### src/rtl/disp_track_pkg.sv
package disp_track_pkg;
  localparam int LANES  = 2;
  localparam int BYTE_W = 8;
  localparam int WORD_W = LANES * BYTE_W;

  localparam logic [BYTE_W-1:0] COMMA_K285 = 8'hBC;
  localparam logic [BYTE_W-1:0] IDLE_POS   = 8'hC5; // D5.6
  localparam logic [BYTE_W-1:0] IDLE_NEG   = 8'h50; // D16.2
  localparam logic [31:0] UNBAL5_MASK      = 32'hE981_8117;
  localparam int K28_CODE                  = 28;

  typedef struct packed {
    logic useIdle;
    logic pickPos;
  } rdtStrobe_t;

  function automatic logic byteFlips(input logic [BYTE_W-1:0] b, input logic isK);
    logic u5, u3;
    u5 = UNBAL5_MASK[b[4:0]] | (isK && (b[4:0] == 5'(K28_CODE)));
    u3 = (b[7:5] == 3'd0) || (b[7:5] == 3'd4) || (b[7:5] == 3'd7);
    return u5 ^ u3;
  endfunction
endpackage

### src/rtl/disp_track_dp.sv
module disp_track_dp
  import disp_track_pkg::*;
(
  input  logic              clk,
  input  logic              rstN,
  input  logic              inValid,
  input  logic [WORD_W-1:0] inData,
  input  logic [LANES-1:0]  inK,
  input  rdtStrobe_t        strobe,
  output logic              stgIdle,
  output logic [LANES-1:0]  laneFlip,
  output logic [WORD_W-1:0] outData,
  output logic [LANES-1:0]  outK
);
  logic [WORD_W-1:0] stgData;
  logic [LANES-1:0]  stgK;

  always_ff @(posedge clk) begin
    if (!rstN) stgIdle <= 1'b1;
    else       stgIdle <= !inValid;
  end

  for (genvar ln = 0; ln < LANES; ln++) begin : g_lane
    always_ff @(posedge clk) begin
      if (!rstN) begin
        stgData[ln*BYTE_W +: BYTE_W] <= '0;
        stgK[ln]                     <= 1'b0;
        laneFlip[ln]                 <= 1'b0;
      end else begin
        stgData[ln*BYTE_W +: BYTE_W] <= inData[ln*BYTE_W +: BYTE_W];
        stgK[ln]                     <= inK[ln];
        laneFlip[ln]                 <= byteFlips(inData[ln*BYTE_W +: BYTE_W], inK[ln]);
      end
    end
  end

  always_comb begin
    if (strobe.useIdle) begin
      outData = {(strobe.pickPos ? IDLE_POS : IDLE_NEG), COMMA_K285};
      outK    = 2'b01;
    end else begin
      outData = stgData;
      outK    = stgK;
    end
  end
endmodule

### src/rtl/disp_track_ctl.sv
module disp_track_ctl
  import disp_track_pkg::*;
(
  input  logic             clk,
  input  logic             rstN,
  input  logic             stgIdle,
  input  logic [LANES-1:0] laneFlip,
  output rdtStrobe_t       strobe,
  output logic [LANES-1:0] startDisp,
  output logic             rdEnd
);
  logic             rdReg;
  logic [LANES-1:0] flipEff;

  always_comb begin
    flipEff[0] = stgIdle ? 1'b1 : laneFlip[0];
    flipEff[1] = stgIdle ? !rdReg : laneFlip[1];
  end

  for (genvar ln = 0; ln < LANES; ln++) begin : g_chain
    if (ln == 0) begin : g_first
      assign startDisp[ln] = rdReg;
    end else begin : g_next
      assign startDisp[ln] = startDisp[ln-1] ^ flipEff[ln-1];
    end
  end

  assign rdEnd = startDisp[LANES-1] ^ flipEff[LANES-1];

  always_ff @(posedge clk) begin
    if (!rstN) rdReg <= 1'b0;
    else       rdReg <= rdEnd;
  end

  assign strobe.useIdle = stgIdle;
  assign strobe.pickPos = rdReg;
endmodule

### src/rtl/disp_track.sv
module disp_track
  import disp_track_pkg::*;
(
  input  logic        clk,
  input  logic        rstN,
  input  logic        inValid,
  input  logic [15:0] inData,
  input  logic [1:0]  inK,
  output logic [15:0] outData,
  output logic [1:0]  outK,
  output logic [1:0]  outDisp,
  output logic        outRdEnd
);
  rdtStrobe_t       strobe;
  logic             stgIdle;
  logic [LANES-1:0] laneFlip;

  disp_track_dp u_dp (
    .clk(clk), .rstN(rstN), .inValid(inValid), .inData(inData), .inK(inK),
    .strobe(strobe), .stgIdle(stgIdle), .laneFlip(laneFlip),
    .outData(outData), .outK(outK)
  );

  disp_track_ctl u_ctl (
    .clk(clk), .rstN(rstN), .stgIdle(stgIdle), .laneFlip(laneFlip),
    .strobe(strobe), .startDisp(outDisp), .rdEnd(outRdEnd)
  );
endmodule

### config.mk
export PLATFORM = sky130hd
export DESIGN_NAME = disp_track
export DESIGN_NICKNAME = d
export VERILOG_FILES = /design/src/rtl/disp_track_pkg.sv /design/src/rtl/disp_track_dp.sv /design/src/rtl/disp_track_ctl.sv /design/src/rtl/disp_track.sv
export SDC_FILE = /design/constraint.sdc
export NUM_CORES = 1
export LEC_CHECK = 0
export CAP_MARGIN = 10
export CORE_ASPECT_RATIO = 2
export CORE_MARGIN = 5
export CORE_UTILIZATION = 25
export CTS_BUF_LIST = sky130_fd_sc_hd__clkbuf_8
export CTS_CLUSTER_SIZE = 25
export DETAILED_ROUTE_END_ITERATION = 10
export PLACE_DENSITY = 0.6
export SYNTH_ARGS = -nofsm -noshare
export SYNTH_HDL_FRONTEND = slang
export SYNTH_SLANG_ARGS = --single-unit
export TNS_END_PERCENT = 50
### constraint.sdc
create_clock -name clk -period 2.28 [get_ports clk]
set_input_delay 0.342 -clock clk [delete_from_list [all_inputs] [get_ports clk]]
set_output_delay 0.342 -clock clk [all_outputs]
set_load 0.005 [all_outputs]
# Word level (Yosys, flattened, before mapping)
# Memory sizes are Yosys's and may differ from the RTL's.
# Index checks and enable logic that the tools add are counted.
# word_totals
mem_bits_ro	64
reg_bits	22
word_cells	41
n_memories	2
output_inout_bits	21
# memory_table
name	words	width	rd	rd_clocked_by_memory_dff	write_ports	line_no	source
(no name shown)	32	1	1	0	0	disp_track_pkg.sv:19	u5 = UNBAL5_MASK[b[4:0]] | (isK && (b[4:0] == 5'(K28_CODE)));
(no name shown)	32	1	1	0	0	disp_track_pkg.sv:19	
# classes
n_eq_ne	6
n_bitwise	6
muxes	7
magnitude_cmp	2
reduce_logical	10
# op_table
op	count
two-way mux 16 bit	1
equality test 3 bit (second input constant)	4
less-than comparator 5 x 6 -> 1 bit (second input constant)	2
equality test 5 bit (second input constant)	2
two-way mux 8 bit	1
logical NOT 3 bit	2
logical OR 1 bit	4
two-way mux 1 bit	4
bitwise XOR 1 bit	4
logical AND 1 bit	2
logical NOT 1 bit	2
two-way mux 2 bit	1
bitwise OR 1 bit	2

# Logic depth before layout (Yosys ltp)
# depth
depth_word	4
ltp_mapped	6
depth_no_buf	6

# Modules after synthesis
# A second synthesis with hierarchy kept.
# hier_totals
hier_cells	119
area_unflattened_um2	1097.3
# modules_own_cells
mod	cells_each	seq_area_each_um2	instances	area_each_um2
disp_track_dp	110	420.4	1	1003.5
disp_track_ctl	9	20.0	1	93.8

# Worst setup path after synthesis
# No wires, ideal clock.
# synth_timing
path_kind	input to register
startpoint	input port inData[8]
endpoint	register u_dp.laneFlip[1]
n_path_buf	0
slack_ps	870
stages	5
arrival_ps	1338
t_required_ps	2208
setup_time_ps	72
path_cell_list	inv_1 > ha_1 > a211o_1 > a311oi_1 > mux2i_1
# synth_via
elab_chain_len	4
elab_cells_between_ends	6
classes_between	eq/ne (1); mux (1); bitwise (2); reduce/logical (1); memory (1)
# synth_rtl
item	line_no	source
from (decl)	disp_track.sv:7	input logic [15:0] inData,
memory (32 x 1 bit) or equality test 5 bit (tied branches)	n/a	
two-way mux 1 bit (implied by the code) or logical AND 1 bit (tied branches)	disp_track_pkg.sv:19	
bitwise OR 1 bit (*)	disp_track_pkg.sv:19	
bitwise XOR 1 bit (*)	disp_track_pkg.sv:21	return u5 ^ u3;
to (signal, indexed assignment)	disp_track_dp.sv:32	laneFlip[ln] <= byteFlips(inData[ln*BYTE_W +: BYTE_W], inK[ln]);
to (decl)	disp_track_dp.sv:11	output logic [LANES-1:0] laneFlip,
# Every way passes the cells marked *; elsewhere a longest branch is shown, timed or not. The select of a mux whose other input is x is not followed.
# A chain may end at the register's enable or synchronous reset.

# Final worst setup path
# layout_timing
startpoint	register u_dp.stgIdle
endpoint	output port outDisp[1]
# layout_via
elab_chain_len	2
# layout_rtl
item	line_no	source
from (decl)	disp_track_dp.sv:10	output logic stgIdle,
from (signal assigned)	disp_track_dp.sv:20	else stgIdle <= !inValid;
two-way mux 1 bit	disp_track_ctl.sv:16	flipEff[0] = stgIdle ? 1'b1 : laneFlip[0];
bitwise XOR 1 bit	disp_track_ctl.sv:24	assign startDisp[ln] = startDisp[ln-1] ^ flipEff[ln-1];
to (decl)	disp_track.sv:11	output logic [1:0] outDisp,
# Every way passes these cells.

==> reports/qor.yml <==
yosys-top-cells-count: "dfxtp_1 (22), and2_1 (19), inv_1 (9)"
switchingPower_mw: 0.189
grt_pass1_wl_um: 3530
critPathMaxFanout: 16
ys_seq_area_frac: 0.407
ys.warnings.count: 0
status: "finished clean"
finalSetupViolations: 0
power_density_nw_per_um2: 578
synth_area_um2: 1080
async_flop_share: 0
ant_nets: 0
hpwl_um: 1710
clock_skew_ps: 2.66
slew_viol_final: 0
die_w_um: 56.5
die_h_um: 103
switching_share: 0.202
end_kind: "output port"
worstMarginPinSlew_ps: 643
post_drt_wl_per_cell_um: 9.88
hold_violations: 0
gp_congestion: 0.807
area_growth_pct: 49.4
cts.path.max_buffers: 2
grt_max_degree: 25
antennaDiodeCount: 0
path_clk_slew_ps: 70
power.internal_mw: 0.745
globalRouteOverflowTotal: 0
critPathArrivalTime_ps: 1680
synth_nets: 149
ir_drop_uv: 338
clock.fmax_ghz: 0.495
synth.top_cell.area_share: 0.407
required_ps: 1940
rsz0062_at_grt: "no"
via_per_inst: 4.16
ys_seq_elements: 22
cts_resized: 0
synth_cell_types: 26
grt_antenna_before_repair: 0
min_path_type: "in2reg"
clock-sinks: 22
synth_largest_area_cell: "dfxtp_1"
synthCells: 120
port_buffers: 41
root_buffer: "clkbuf_8"
start_kind: "flip-flop"
drc: 0
cap_violations: 0
nNetsFinal: 191
cts_tree: "done"
synth_flop_cell: "dfxtp_1"
drive_gt1_frac: 0.0870
row_count: 34
avgSynthCellArea_um2: 9.01
pwr-share-clk: 0.377
grt_pass1_vias: 844
ctsHoldBuffers: 0
synth_area_leaders: "dfxtp_1 (41%), and2_1 (11%), ha_1 (9.3%)"
power_frac_seq: 0.446
die_area_um2: 5820
grt_usage: 0.0760
drt-initial-drc-count: 9
vias: 894
ios: 42
period_needed_ps: 2020
comb_power_share: 0.177
finish.instance_area_um2: 1620
slew_headroom: 0.570
tns_ps: 0
critical_path_class: "reg2out"
post_cts_buffers: 0
start_util: 0.254
clkLatencyLatePin_ps: 250
cts_buffers: 3
core-area_um2: 4250
drt_pass1_iterations: 4
synth_edf_count: 0
period_share: 0.887
yosysMostFrequentCell: "dfxtp_1"
routed_wl_um: 2120
place_area_um2: 1540
cts_htree_levels: 1
leakagePower_nw: 0.667
per-layer routing:
metal,GRT usage,vias up,part of all wire
met5,0,-,0
met2,0.119,37,0.43
met1,0.0903,385,0.46
met4,0.0439,0,0.0099
met3,0.0251,2,0.10
li1,-,470,-
power groups by stage:
stage               Clock (mW)  Sequential, mW  Combinational [mW]
detailed placement           0           0.426               0.168
global placement             0           0.426               0.165
finish                   0.353           0.417               0.165
global route             0.383           0.421               0.183
CTS                      0.364           0.417               0.168
floorplan                    0           0.421              0.0771
flip-flops by register name (all words and copies together), names as in the netlist:
signal and cells:
u_dp.stgData 16, u_dp.laneFlip 2, u_dp.stgK 2, u_ctl.rdReg 1
u_dp.stgIdle 1
worst paths after layout:
check                         from      endpoint  slack (ps)  cells past startpoint
setup / recovery      u_dp.stgIdle    outDisp[1]         260                      3
hold / removal             inValid  u_dp.stgIdle         560                      2
setup reg to reg       u_ctl.rdReg   u_ctl.rdReg        1180                      4
hold reg to reg   u_dp.laneFlip[1]   u_ctl.rdReg         660                      3
critical path: stages (launching register included):
cell and delay (ps):
dfxtp_1 630, nor2_1 120, xnor2_1 160, clkdlybuf4s50_1 510
cell families (layout without fill, tap and decap cells):
family / Yosys count / in the layout / synth area share
AO/OA/AOI/OAI: 14 / 14 / 0.0868
XOR/XNOR: 4 / 4 / 0.0324
adder cells (fa/ha/maj): 8 / 8 / 0.0926
buffers and inverters: 14 / 55 / 0.0521
flip-flops: 22 / 22 / 0.407
multiplexers: 6 / 6 / 0.0567
AND/OR/NAND/NOR: 52 / 52 / 0.272
metrics by stage:
stage | power (mW) | instances | setup WS [ps] | hold WS [ps] | utilization
2_1_floorplan | 0.498 | 120 | 870 | 404 | -
3_3_place_gp | 0.591 | 211 | 260 | 661 | 0.363
3_5_place_dp | 0.594 | 211 | 222 | 663 | 0.363
4_1_cts | 0.950 | 215 | 208 | 555 | 0.380
5_1_grt | 0.986 | 215 | 64.8 | 560 | 0.380
6_report | 0.934 | 215 | 258 | 561 | 0.380
area by class of cell:
cell class              instances  area (µm²)
repair buffers                 42         418
clock inverters                 1        30.0
multi-input cells              84         584
flip-flops and latches         22         440
fillers                       468        2640
well taps                      54        67.6
clock buffers                   3        41.3
inverters                       9        33.8
cell usage in the layout (no fill, tap or decap), types with 3 or more instances in the layout:
cell,n
clkdlybuf4s50_1,41
dfxtp_1,22
and2_1,19
inv_1,9
nor2b_1,8
nand2_1,8
ha_1,8
or2_2,7
o21ai_0,5
mux2i_1,5
nor2_1,3
clkbuf_8,3
(Power assumes the default switching activity.)
